==> config.mk <==
export PLATFORM = sky130hd
export DESIGN_NAME = syst_fir
export DESIGN_NICKNAME = d
export VERILOG_FILES = /design/src/rtl/syst_fir_pkg.sv /design/src/rtl/syst_fir_cell.sv /design/src/rtl/syst_fir_ctrl.sv /design/src/rtl/syst_fir.sv
export SDC_FILE = /design/constraint.sdc
export NUM_CORES = 1
export LEC_CHECK = 0
export CAP_MARGIN = 20
export CELL_PAD_IN_SITES_DETAIL_PLACEMENT = 1
export CELL_PAD_IN_SITES_GLOBAL_PLACEMENT = 1
export CORE_UTILIZATION = 45
export CTS_CLUSTER_DIAMETER = 100
export DETAILED_ROUTE_END_ITERATION = 10
export PLACE_DENSITY = 0.75
export SKIP_LAST_GASP = 1
export SLEW_MARGIN = 20
export SYNTH_ARGS = -nofsm -noshare
export SYNTH_HDL_FRONTEND = slang
export SYNTH_HIERARCHICAL = 1
export SYNTH_SLANG_ARGS = --single-unit
==> constraint.sdc <==
create_clock -name clk -period 6.8 [get_ports clk]
set_input_delay 1.36 -clock clk [delete_from_list [all_inputs] [get_ports clk]]
set_output_delay 1.36 -clock clk [all_outputs]
set_load 0.1 [all_outputs]
==> src/rtl/syst_fir_pkg.sv <==
// Shared width helpers for the counter-flow FIR chain.
// Assumes TAPS >= 2 so that the log term is at least 1.
package syst_fir_pkg;

    // Accumulator width: full product plus growth for TAPS additions.
    function automatic int acc_width(input int dw, input int cw, input int taps);
        return dw + cw + $clog2(taps);
    endfunction

    // Width of the per-sum count of valid samples met (0..taps).
    function automatic int cnt_width(input int taps);
        return $clog2(taps + 1);
    endfunction

endpackage

==> src/rtl/syst_fir_cell.sv <==
// One processing cell of the chain.
// Holds a stationary weight, which can be shifted in from the neighbour
// nearer the head. Registers the passing sample and its valid bit towards
// the tail. Registers the passing partial sum plus weight times sample,
// and the count of valid samples met, towards the head.
// Assumes ACC_W >= DATA_W + COEF_W.
module syst_fir_cell #(
    parameter int DATA_W = 8,
    parameter int COEF_W = 8,
    parameter int ACC_W  = 18,
    parameter int CNT_W  = 3
) (
    input  logic                     clk,
    input  logic                     rst_n,
    input  logic                     coef_shift,
    input  logic signed [COEF_W-1:0] coef_in,
    output logic signed [COEF_W-1:0] coef_out,
    input  logic signed [DATA_W-1:0] x_in,
    input  logic                     xv_in,
    output logic signed [DATA_W-1:0] x_out,
    output logic                     xv_out,
    input  logic signed [ACC_W-1:0]  ps_in,
    input  logic        [CNT_W-1:0]  pc_in,
    output logic signed [ACC_W-1:0]  ps_out,
    output logic        [CNT_W-1:0]  pc_out
);
    localparam int PROD_W = DATA_W + COEF_W;

    logic signed [COEF_W-1:0] coef_q;
    logic signed [PROD_W-1:0] prod;
    logic signed [ACC_W-1:0]  prod_ext;

    // Weight register: takes the upstream weight when a shift is granted.
    always_ff @(posedge clk) begin
        if (!rst_n)          coef_q <= '0;
        else if (coef_shift) coef_q <= coef_in;
    end

    // Signed product of weight and passing sample, sign-extended.
    always_comb begin
        prod     = coef_q * x_in;
        prod_ext = ACC_W'(prod);
    end

    // Sample stage: forward the sample and its valid bit unchanged.
    always_ff @(posedge clk) begin
        if (!rst_n) begin
            x_out  <= '0;
            xv_out <= 1'b0;
        end else begin
            x_out  <= x_in;
            xv_out <= xv_in;
        end
    end

    // Sum stage: accumulate the product and count the valid samples met.
    always_ff @(posedge clk) begin
        if (!rst_n) begin
            ps_out <= '0;
            pc_out <= '0;
        end else begin
            ps_out <= ps_in + prod_ext;
            pc_out <= pc_in + CNT_W'(xv_in);
        end
    end

    assign coef_out = coef_q;

endmodule

==> src/rtl/syst_fir_ctrl.sv <==
// Chain control.
// Derives busy from the sample valid bits and the partial-sum counts.
// Grants a weight shift only on an idle chain with no arriving sample.
// Flags the head sum as complete once its count reaches TAPS.
// Assumes the count fields are packed cell 0 first.
module syst_fir_ctrl #(
    parameter int TAPS  = 4,
    parameter int CNT_W = 3
) (
    input  logic [TAPS-1:0]       xv_vec,
    input  logic [TAPS*CNT_W-1:0] pc_flat,
    input  logic                  coef_load,
    input  logic                  smp_valid,
    output logic                  busy,
    output logic                  coef_shift,
    output logic                  res_valid
);
    logic live;

    // Busy: any valid sample or any sum that has met one is in flight.
    always_comb begin
        live = |xv_vec;
        for (int k = 0; k < TAPS; k++) begin
            if (pc_flat[k*CNT_W +: CNT_W] != '0) live = 1'b1;
        end
        busy = live;
    end

    // Load grant: only an idle chain, and an arriving sample wins.
    always_comb coef_shift = coef_load && !live && !smp_valid;

    // Completion: the head sum has met one valid sample in every cell.
    always_comb res_valid = (pc_flat[CNT_W-1:0] == CNT_W'(TAPS));

endmodule

==> src/rtl/syst_fir.sv <==
// Counter-flow systolic FIR convolver, top level.
// Samples enter cell 0 and move towards cell TAPS-1. Zero sums enter
// cell TAPS-1 and move towards cell 0, whose sum register is the output.
// Weights shift in at cell 0, so the first weight loaded ends in cell
// TAPS-1, which meets the oldest sample of every window.
// Assumes valid samples arrive no more often than every other cycle.
module syst_fir #(
    parameter int TAPS   = 4,
    parameter int DATA_W = 8,
    parameter int COEF_W = 8
) (
    input  logic                     clk,
    input  logic                     rst_n,
    input  logic                     coef_load,
    input  logic signed [COEF_W-1:0] coef_data,
    input  logic                     smp_valid,
    input  logic signed [DATA_W-1:0] smp_data,
    output logic                     busy,
    output logic                     res_valid,
    output logic signed [syst_fir_pkg::acc_width(DATA_W, COEF_W, TAPS)-1:0] res_data
);
    localparam int ACC_W = syst_fir_pkg::acc_width(DATA_W, COEF_W, TAPS);
    localparam int CNT_W = syst_fir_pkg::cnt_width(TAPS);

    logic signed [DATA_W-1:0] x_q    [TAPS];
    logic        [TAPS-1:0]   xv_q;
    logic signed [ACC_W-1:0]  ps_q   [TAPS];
    logic        [CNT_W-1:0]  pc_q   [TAPS];
    logic signed [COEF_W-1:0] coef_q [TAPS];
    logic [TAPS*CNT_W-1:0]    pc_flat;
    logic [TAPS*COEF_W-1:0]   coef_flat;
    logic                     coef_shift;

    for (genvar k = 0; k < TAPS; k++) begin : g_cell
        logic signed [DATA_W-1:0] x_in;
        logic                     xv_in;
        logic signed [ACC_W-1:0]  ps_in;
        logic        [CNT_W-1:0]  pc_in;
        logic signed [COEF_W-1:0] coef_in;

        // Head cell takes the port; others take the previous cell.
        if (k == 0) begin : g_head
            assign x_in    = smp_data;
            assign xv_in   = smp_valid;
            assign coef_in = coef_data;
        end else begin : g_body
            assign x_in    = x_q[k-1];
            assign xv_in   = xv_q[k-1];
            assign coef_in = coef_q[k-1];
        end

        // Tail cell receives a fresh zero sum every cycle.
        if (k == TAPS - 1) begin : g_tail
            assign ps_in = '0;
            assign pc_in = '0;
        end else begin : g_mid
            assign ps_in = ps_q[k+1];
            assign pc_in = pc_q[k+1];
        end

        syst_fir_cell #(
            .DATA_W (DATA_W),
            .COEF_W (COEF_W),
            .ACC_W  (ACC_W),
            .CNT_W  (CNT_W)
        ) u_cell (
            .clk        (clk),
            .rst_n      (rst_n),
            .coef_shift (coef_shift),
            .coef_in    (coef_in),
            .coef_out   (coef_q[k]),
            .x_in       (x_in),
            .xv_in      (xv_in),
            .x_out      (x_q[k]),
            .xv_out     (xv_q[k]),
            .ps_in      (ps_in),
            .pc_in      (pc_in),
            .ps_out     (ps_q[k]),
            .pc_out     (pc_q[k])
        );

        assign pc_flat[k*CNT_W +: CNT_W]     = pc_q[k];
        assign coef_flat[k*COEF_W +: COEF_W] = coef_q[k];
    end

    syst_fir_ctrl #(
        .TAPS  (TAPS),
        .CNT_W (CNT_W)
    ) u_ctrl (
        .xv_vec     (xv_q),
        .pc_flat    (pc_flat),
        .coef_load  (coef_load),
        .smp_valid  (smp_valid),
        .busy       (busy),
        .coef_shift (coef_shift),
        .res_valid  (res_valid)
    );

    assign res_data = ps_q[0];

endmodule

* Yosys cells after proc, flatten, opt, wreduce, memory -nomap -nowiden
Cells that the tools add are included.
** Word-level totals
- Word-level logic and storage cells :: 43
- Input port bits :: 20
- Flip-flop bits (word level) :: 141
** Cells by class
- Equality and inequality tests :: 1
- Multipliers :: 4
- Reduce and logical (&&, ||, !) cells :: 9
- Muxes and demuxes :: 4
- Add/sub/neg operators :: 6
** Operators by type and width (number)
- $mul A8 B8 Y16 :: 4
- $add A18 B16 Y18 :: 2
- $add A16 B16 Y17 :: 1
- $reduce_bool A3 Y1 :: 4
- $add A3 B1 Y3 :: 3
- $mux W1 :: 4
- $reduce_or A4 Y1 :: 1
- $eq A3 B3 Y1 const B :: 1
- $logic_and A1 B1 Y1 :: 2
- $logic_not A1 Y1 :: 2

* Logic depth before layout (Yosys ltp)
Gate-level depths: netlist of run 1.
- Word-level depth :: 8
- Gate-level depth with buffers :: 19
- Depth with buffers taken out :: 18

* By module
Netlist of run 1, hierarchy kept.
** By module, submodules not included
- syst_fir_cell at g_cell[3].u_cell :: cells each 451, sequential area each 760.7 µm², area an instance 4419.2 µm², instances 1
- syst_fir_cell at g_cell[0].u_cell :: cells each 442, sequential area each 760.7 µm², area an instance 4414.2 µm², instances 1
- syst_fir_cell at g_cell[2].u_cell :: cells each 443, sequential area each 760.7 µm², area an instance 4413.0 µm², instances 1
- syst_fir_cell at g_cell[1].u_cell :: cells each 455, sequential area each 760.7 µm², area an instance 4408.0 µm², instances 1
- syst_fir_ctrl :: cells each 7, sequential area each 0.0 µm², area an instance 63.8 µm², instances 1
- syst_fir :: cells each 1, sequential area each 0.0 µm², area an instance 3.8 µm², instances 1

* Least setup slack after synthesis of run 1
Ideal clock, no wire load.
- Path type :: input to register
- From :: in smp_data[0]
- To :: reg g_cell[0].u_cell.ps_out[17]
- Path buffers :: 1
- Slack :: 0.876 ns
- Arrival time :: 5.809 ns
- Required time :: 6.685 ns
- Library setup time :: 0.115 ns
- Stages :: 16
- Cells stage by stage :: clkbuf_1 -> and2_1 -> inv_1 -> fa_1 -> inv_1 -> fa_1 -> fa_1 -> fa_1 -> fa_1 -> ha_1 -> nand4_1 -> nand3_1 -> a21oi_1 -> o21ai_0 -> xnor2_1 -> and2_1
** On the way
- Cells in the longest elaborated chain, start to end :: 2
** Ends and longest elaborated chain
- start: declaration :: RTL line syst_fir.sv:17 : input logic signed [DATA_W-1:0] smp_data,
- $mul A8 B8 Y16 :: RTL line syst_fir_cell.sv:41 : prod = coef_q * x_in;
- $add A18 B16 Y18 :: RTL line syst_fir_cell.sv:62 : ps_out <= ps_in + prod_ext;
- end signal: assignment :: RTL line syst_fir_cell.sv:62
- end: declaration :: RTL line syst_fir_cell.sv:24 : output logic signed [ACC_W-1:0] ps_out,
No other way between the ends.
A chain may end at the register's enable or synchronous reset.

* Worst setup path in the final report of run 1
Same ends and word-level chain as after synthesis.

==> results.yml, run 1 <==
floorplanning:
  die_area_um2: 39700
  ios: 40
  coreArea_um2: 38000
  rows: 71
  start_util: 0.461
  die_h_um: 199
  die_w_um: 199
layout:
  drive_gt1_frac: 0.0380
  multi_input_comb_area_um2: 13000
  fillers: 4319
  area_growth_syn_to_layout_pct: 9.14
  nNetsFinal: 2345
  layout_commonest_cell: "inv_1"
  final_cell_mix: "415 x inv_1, 320 x fa_1, 203 x and2_1"
  seq_area_um2: 2880
  n_antenna_cell: 0
synth:
  syn-mean-instance-area_um2: 9.82
  synth_cells: 1783
  yosysWarnings: 6
  syn_area_um2: 17500
min_path:
  min_path_type: "reg -> reg"
sta:
  grt_setup_unrepaired: "no"
  slew_headroom: 0.341
  slew_violations: 0
  worst_slack_ns: 0.802
  period_minus_slack_ns: 6.00
  fin_crit_sh: 0.882
  hold_violations: 0
  fmax_mhz: 167
  fin_tns_setup_ns: 0
  final.setup_skew_ns: 0.0146
  tightest_slew_ns: 0.985
  final-setup-viol-count: 0
grt:
  grt-ovfl-total: 0
  grt_max_degree: 82
  track_usage: 0.225
  antenna_found_initial: 0
  grt_pass1_wl_um: 68800
  grt_pass1_vias: 13900
clock_tree:
  cts_tree: "yes"
  cts_root_buffer: "clkbuf_16"
  cts.sinks: 144
  clk_latency_ns: 0.45
  post-cts-setup-buffers: 0
  path_clk_slew_ns: 0.07
  cts_max_level: 4
  clock_path_buffers: 2
  holdBufCountCts: 0
  cts_resized: 0
  cts_buffers: 17
drt:
  drtPass1Iterations: 4
  drc: 0
  viasPerCell: 4.96
  ant_nets: 0
  via_count: 11700
  wirelength_um: 39800
  drt_iter0_drc: 347
  wl_per_cell_um: 16.9
critical_path:
  critPathCaptureType: "flop"
  crit_fanout: 10
  start_kind: "primary input"
  crit_arrival_ns: 6.33
  path_class: "in -> reg"
  required_ns: 7.14
  r2r_slack_ns: 1.41
job:
  drv_cap: 0
status:
  outcome: "complete, no violations"
placement:
  pre_cts_slack_ns: 0.373
  hpwl_um: 32300
  portBuffers: 39
  gp_congestion: 0.805
pwr:
  p_per_area_nw_per_um2: 142
  p_leak_nw: 9.67
  peakVddDrop_mv: 0.164
==> power breakdown <==
part | switching (W) | internal (W)
Clock | 0.000440 | 0.000495
Combinational | 0.000518 | 0.000306
Sequential | 0.0000432 | 0.000903
Total | 0.00100 | 0.00170
==> area by class of cell <==
class	count	area share
Clock buffer	18	0.0230
Clock inverter	14	0.00707
Inverter	415	0.0815
Multi-Input combinational cell	1201	0.680
Sequential cell	144	0.151
Tap cell	511	0.0334
Timing Repair Buffer	50	0.0245
==> routing by layer <==
metal	GRT usage	part of all wire	vias to the layer above
li1	-	-	5426
met1	0.257	0.41	6050
met2	0.431	0.55	138
met3	0.0302	0.022	56
met4	0.0658	0.021	0
met5	0	0	-
==> worst max-delay path: stages <==
cell             delay, ns
clkdlybuf4s50_1       0.64
and2_1                0.23
buf_4                 0.23
fa_1                  0.48
fa_1                  0.49
fa_1                  0.49
inv_1                 0.05
fa_1                  0.54
inv_1                 0.04
ha_1                  0.31
ha_1                  0.39
a21oi_1               0.16
nand3_1               0.18
a21oi_1               0.28
o21ai_0               0.17
xnor2_1               0.14
and2_1                0.16
==> through the flow <==
stage                      util  hold slack (ns)  power, W  cell area [um^2]  cells
final                     0.503            0.531   0.00271             19100   2353
after global routing      0.503            0.549   0.00288             19100   2353
after CTS                 0.503            0.537   0.00275             19100   2353
after detailed placement  0.488            0.517   0.00179             18500   2321
after global placement    0.488            0.517   0.00176             18500   2321
after floorplan               -            0.462   0.00159             17600   1803
==> path summary, 6_finish.rpt <==
path	from	to	depth (start not counted)
hold / removal	g_cell[0].u_cell/xv_out	g_cell[1].u_cell/xv_out	1
hold reg to reg	g_cell[0].u_cell/xv_out	g_cell[1].u_cell/xv_out	1
setup / recovery	smp_data[0]	g_cell[0].u_cell/ps_out[17]	17
setup reg to reg	g_cell[1].u_cell/x_out[1]	g_cell[2].u_cell/ps_out[15]	15
==> state kept, by name, indices dropped and copies added, names as in the netlist <==
signal / cells
g_cell.u_cell/coef_out: 32
g_cell.u_cell/xv_out: 4
g_cell.u_cell/pc_out: 12
g_cell.u_cell/x_out: 24
g_cell.u_cell/ps_out: 72
(Power assumes the default switching activity.)
==> inputs of run 2 (changes only) <==
--- a/config.mk
+++ b/config.mk
@@ -8,6 +8,7 @@
 export CAP_MARGIN = 20
 export CELL_PAD_IN_SITES_DETAIL_PLACEMENT = 1
 export CELL_PAD_IN_SITES_GLOBAL_PLACEMENT = 1
+export CORE_MARGIN = 2
 export CORE_UTILIZATION = 45
 export CTS_CLUSTER_DIAMETER = 100
 export DETAILED_ROUTE_END_ITERATION = 10
==> run 2 against run 1 <==
Compared with the run above:
- die area up 2.0%
- clock skew down 0.0032 ns
- setup slack worse by 0.098 ns
- combinational power up 0.8%
- utilization down 0.56 points
- sequential power about the same
- clock power up 9%
- global-route usage down 1.1 points
- critical path depth down 1
- clock-buffer cell count up 2
- largest cell class unchanged
==> results.yml, run 2 (synthesis results as in run 1) <==
clock_tree:
  cts.sinks: 144
  clock_path_buffers: 2
  path_clk_slew_ns: 0.06
  holdBufCountCts: 0
  post-cts-setup-buffers: 0
  cts_max_level: 4
  cts_buffers: 17
  cts_root_buffer: "clkbuf_16"
  clk_latency_ns: 0.45
  cts_tree: "yes"
  cts_resized: 0
critical_path:
  start_kind: "primary input"
  crit_fanout: 9
  path_class: "in -> reg"
  critPathCaptureType: "flop"
  required_ns: 7.14
  worstRegToRegCells: 14
  crit_arrival_ns: 6.43
placement:
  place_area_um2: 18500
  portBuffers: 39
  hpwl_um: 31700
  pre_cts_slack_ns: 0.293
  gp_congestion: 0.800
sta:
  worst_slack_ns: 0.703
  fin_crit_sh: 0.897
  hold_violations: 0
  final-setup-viol-count: 0
  tightest_slew_ns: 0.990
  final.setup_skew_ns: 0.0114
  grt_setup_unrepaired: "no"
  fin_tns_setup_ns: 0
  period_minus_slack_ns: 6.10
  slew_violations: 0
  fmax_mhz: 164
  slew_headroom: 0.338
status:
  outcome: "complete, no violations"
drt:
  drtPass1Iterations: 4
  wl_per_cell_um: 16.7
  via_count: 11700
  drt_iter0_drc: 347
  drc: 0
  ant_nets: 0
  viasPerCell: 4.96
  wirelength_um: 39500
layout:
  area_growth_syn_to_layout_pct: 9.45
  drive_gt1_frac: 0.0369
  fillers: 4405
  n_antenna_cell: 0
  layout_commonest_cell: "inv_1"
  final_design_area_no_fill_um2: 19200
  regMostFlops: "g_cell.u_cell/ps_out"
  nNetsFinal: 2344
  largest_reg_flops: 72
  seq_area_um2: 2880
  multi_input_comb_area_um2: 13000
  final_cell_mix: "415 x inv_1, 320 x fa_1, 203 x and2_1"
pwr:
  p_per_area_nw_per_um2: 146
  sequentialPowerShare: 0.339
  p_clk_frac: 0.364
  p_int_w: 0.00182
  p_leak_nw: 9.69
  power_switching_w: 0.000981
  peakVddDrop_mv: 0.152
  p_sw_frac: 0.351
  comb_power_share: 0.297
floorplanning:
  coreArea_um2: 38600
  ios: 40
  die_w_um: 201
  die_h_um: 201
  die_area_um2: 40500
  start_util: 0.454
  rows: 72
job:
  drv_cap: 0
min_path:
  min_path_type: "reg -> reg"
  holdPathStages: 2
grt:
  grt-ovfl-total: 0
  grt_pass1_vias: 14100
  track_usage: 0.213
  grt_pass1_wl_um: 68900
  grt_max_degree: 57
  antenna_found_initial: 0
-- run 2: layout make-up --
| class | instances | share of cell area |
|---|---|---|
| multi-input cells | 1201 | 0.678 |
| clock inverters | 12 | 0.00888 |
| inverters | 415 | 0.0813 |
| clock buffers | 20 | 0.0238 |
| repair buffers | 49 | 0.0240 |
| flip-flops and latches | 144 | 0.150 |
| well taps | 518 | 0.0338 |
-- run 2: power by group through the flow --
stage	combinational, W	sequential, W	clock [W]
after floorplan	0.000477	0.00111	0
after global placement	0.000796	0.000966	0
after detailed placement	0.000828	0.000968	0
after CTS	0.000844	0.000949	0.00104
after global routing	0.000939	0.000954	0.00107
final	0.000831	0.000947	0.00102
-- run 2: stage by stage --
step / utilization / hold WS, ns / power [W] / std cells
after CTS: 0.497 / 0.542 / 0.00283 / 2359
final: 0.497 / 0.534 / 0.00280 / 2359
after global placement: 0.481 / 0.516 / 0.00176 / 2327
after floorplan: - / 0.462 / 0.00159 / 1803
after global routing: 0.497 / 0.558 / 0.00296 / 2359
after detailed placement: 0.481 / 0.516 / 0.00180 / 2327
-- run 2: per-layer routing --
metal,global-route usage,part of all wire,up-vias
met1,0.248,0.42,6090
met4,0.0607,0.019,0
met2,0.407,0.54,141
met5,0,0,-
met3,0.0295,0.023,58
li1,-,-,5413
-- run 2: final timing paths --
path                                                 start                          end  slack, ns
worst max-delay path                           smp_data[0]  g_cell[0].u_cell/ps_out[17]       0.70
worst min-delay path            g_cell[2].u_cell/pc_out[2]   g_cell[1].u_cell/pc_out[2]       0.53
worst max register to register   g_cell[2].u_cell/x_out[0]  g_cell[3].u_cell/ps_out[17]       1.44
worst min register to register  g_cell[2].u_cell/pc_out[2]   g_cell[1].u_cell/pc_out[2]       0.53
-- run 2: worst max-delay path, stage by stage --
cell and delay, ns:
clkdlybuf4s50_1 0.70, and2_1 0.23, inv_1 0.07, fa_1 0.50, inv_1 0.06, fa_1 0.56
fa_1 0.47, fa_1 0.58, fa_1 0.45, ha_1 0.39, nand4_1 0.13, nand3_1 0.16
a21oi_1 0.30, o21ai_0 0.18, xnor2_1 0.15, and2_1 0.16
==> inputs of run 3 (changes only) <==
--- a/config.mk
+++ b/config.mk
@@ -5,6 +5,7 @@
 export SDC_FILE = /design/constraint.sdc
 export NUM_CORES = 1
 export LEC_CHECK = 0
+export ABC_AREA = 1
 export CAP_MARGIN = 20
 export CELL_PAD_IN_SITES_DETAIL_PLACEMENT = 1
 export CELL_PAD_IN_SITES_GLOBAL_PLACEMENT = 1
@@ -12,7 +13,8 @@
 export CORE_UTILIZATION = 45
 export CTS_CLUSTER_DIAMETER = 100
 export DETAILED_ROUTE_END_ITERATION = 10
-export PLACE_DENSITY = 0.75
+export GPL_ROUTABILITY_DRIVEN = 0
+export PLACE_DENSITY = 0.78
 export SKIP_LAST_GASP = 1
 export SLEW_MARGIN = 20
 export SYNTH_ARGS = -nofsm -noshare
==> run 3 against run 2 <==
Compared with the run above:
- critical path depth is 1 higher
- sequential power is 6% higher
- non-clock buffer count down 2
- clock skew is 0.00089 ns lower
- design area is 3.5% higher
- cell count grew 23%
- register-to-register slack better by 0.26 ns
- largest cell class unchanged
- highest routed layer unchanged
==> results.yml, run 3 <==
status:
  outcome: "complete, no violations"
critical_path:
  start_kind: "primary input"
  worstRegToRegCells: 18
  cp.buffers_inverters: 5
  path_cells: "clkdlybuf4s50_1 -> nand2_1 -> inv_1 -> fa_1 -> fa_1 -> inv_1 -> fa_1 -> inv_1 -> fa_1 -> ha_1 -> ha_1 -> nand2_1 -> o21ai_0 -> inv_1 -> nand2_1 -> o21ai_0 -> a21oi_1"
  critPathSlowestCell: "clkdlybuf4s50_1"
  r2r-start: "g_cell[0].u_cell/x_out[2]"
  path_class: "in -> reg"
  cp.depth: 17
  required_ns: 7.17
  critPathCaptureType: "flop"
  critPathMaxStageDelay_ns: 0.68
  crit_start: "smp_data[0]"
  crit_family: "adder cells"
  regToRegEndpoint: "g_cell[1].u_cell/ps_out[17]"
  crit_arrival_ns: 6.33
  r2r_slack_ns: 1.70
  cp-endpoint: "g_cell[0].u_cell/ps_out[12]"
  crit_fanout: 10
pwr:
  p_sw_frac: 0.426
  p_leak_nw: 11.9
  p_clk_frac: 0.291
  p_per_area_nw_per_um2: 164
  power_switching_w: 0.00139
  p_int_w: 0.00187
  peakVddDrop_mv: 0.149
  sequentialPowerShare: 0.308
  comb_power_share: 0.401
drt:
  ant_nets: 0
  wl_per_cell_um: 15.9
  drt_iter0_drc: 497
  via_count: 14200
  viasPerCell: 4.89
  wirelength_um: 45900
  drc: 0
  drtPass1Iterations: 4
floorplanning:
  die_h_um: 206
  rows: 74
  coreArea_um2: 40600
  die_area_um2: 42500
  die_w_um: 206
  start_util: 0.453
  ios: 40
layout:
  nNetsFinal: 2866
  fillers: 5007
  regMostFlops: "g_cell.u_cell/ps_out"
  drive_gt1_frac: 0.0381
  n_antenna_cell: 0
  largest_reg_flops: 72
  final_cell_mix: "651 x inv_1, 517 x nand2_1, 320 x fa_1"
  layout_commonest_cell: "inv_1"
  post-route-util: 0.488
  area_growth_syn_to_layout_pct: 7.79
grt:
  grt-ovfl-total: 0
  grt_max_degree: 74
  antenna_found_initial: 0
  grt_pass1_wl_um: 80600
  track_usage: 0.240
  grt_pass1_vias: 16700
clock_tree:
  cts_max_level: 4
  holdBufCountCts: 0
  path_clk_slew_ns: 0.07
  clk_latency_ns: 0.44
  cts.sinks: 144
  cts_root_buffer: "clkbuf_16"
  cts_buffers: 17
  cts_resized: 0
  post-cts-setup-buffers: 0
  cts_tree: "yes"
  clock_path_buffers: 2
sta:
  final.setup_skew_ns: 0.0105
  fmax_mhz: 168
  period_minus_slack_ns: 5.97
  fin_crit_sh: 0.877
  fin_tns_setup_ns: 0
  final-setup-viol-count: 0
  slew_headroom: 0.344
  worst_hold_slack_ns: 0.460
  tightest_slew_ns: 0.981
  slew_violations: 0
  grt_setup_unrepaired: "no"
  hold_violations: 0
min_path:
  min_path_type: "reg -> reg"
synth:
  yosysWarnings: 6
  synth_cells: 2343
  syn_area_um2: 18400
  syn-mean-instance-area_um2: 7.86
placement:
  hpwl_um: 37800
  portBuffers: 39
job:
  drv_cap: 0
## run 3: layout make-up
class | instances | area (um^2) | area share
multi-input combinational | 1485 | 12800 | 0.646
sequential | 144 | 2880 | 0.145
inverter | 655 | 2460 | 0.124
tap | 532 | 666 | 0.0336
timing repair buffer | 47 | 448 | 0.0226
clock buffer | 17 | 425 | 0.0214
clock inverter | 14 | 149 | 0.00751
## run 3: worst min path at each step
| stage | cells past startpoint | slack (ns) | end | from |
|---|---|---|---|---|
| floorplan | 2 | 0.41 | g_cell[1].u_cell/x_out[7] | g_cell[0].u_cell/x_out[7] |
| global placement | 2 | 0.43 | g_cell[1].u_cell/x_out[7] | g_cell[0].u_cell/x_out[7] |
| detailed placement | 2 | 0.45 | g_cell[1].u_cell/xv_out | g_cell[0].u_cell/xv_out |
| CTS | 2 | 0.46 | g_cell[1].u_cell/xv_out | g_cell[0].u_cell/xv_out |
| global route | 2 | 0.48 | g_cell[1].u_cell/x_out[7] | g_cell[0].u_cell/x_out[7] |
| finish | 2 | 0.46 | g_cell[1].u_cell/xv_out | g_cell[0].u_cell/xv_out |
## run 3: through the flow
stage               std cells  worst slack (ns)  instance area (um^2)  power [W]
floorplan                2364              1.32                 18500    0.00198
global placement         2863             0.558                 19300    0.00226
detailed placement       2863             0.427                 19300    0.00233
CTS                      2894             0.831                 19800    0.00330
global route             2894             0.525                 19800    0.00350
finish                   2894             0.834                 19800    0.00326
## run 3: power groups by stage
stage | Combinational [W] | Sequential [W] | Clock [W]
after global routing | 0.00148 | 0.00101 | 0.00101
after global placement | 0.00124 | 0.00102 | 0
after detailed placement | 0.00130 | 0.00102 | 0
after CTS | 0.00132 | 0.00101 | 0.000971
final | 0.00130 | 0.00100 | 0.000948
after floorplan | 0.000766 | 0.00122 | 0
## run 3: worst register-to-register path, stage by stage, from the launching register on
cell     delay [ns]
dfxtp_1        0.69
nand2_1        0.26
fa_1           0.78
inv_1          0.11
fa_1           0.53
inv_1          0.10
fa_1           0.55
inv_1          0.06
fa_1           0.51
ha_1           0.33
ha_1           0.38
nand2_1        0.10
nor2_1         0.11
and2_1         0.13
nand2_1        0.05
nand2_1        0.10
nand3_1        0.08
nand2_1        0.06
nor2_1         0.05
## run 3: layer usage
metal / GRT usage / routed length, um / vias up
met2: 0.467 / 25200 / 195
met1: 0.273 / 18800 / 7190
li1: - / - / 6708
met3: 0.0287 / 1030 / 73
met5: 0 / 0 / -
met4: 0.0643 / 929 / 0
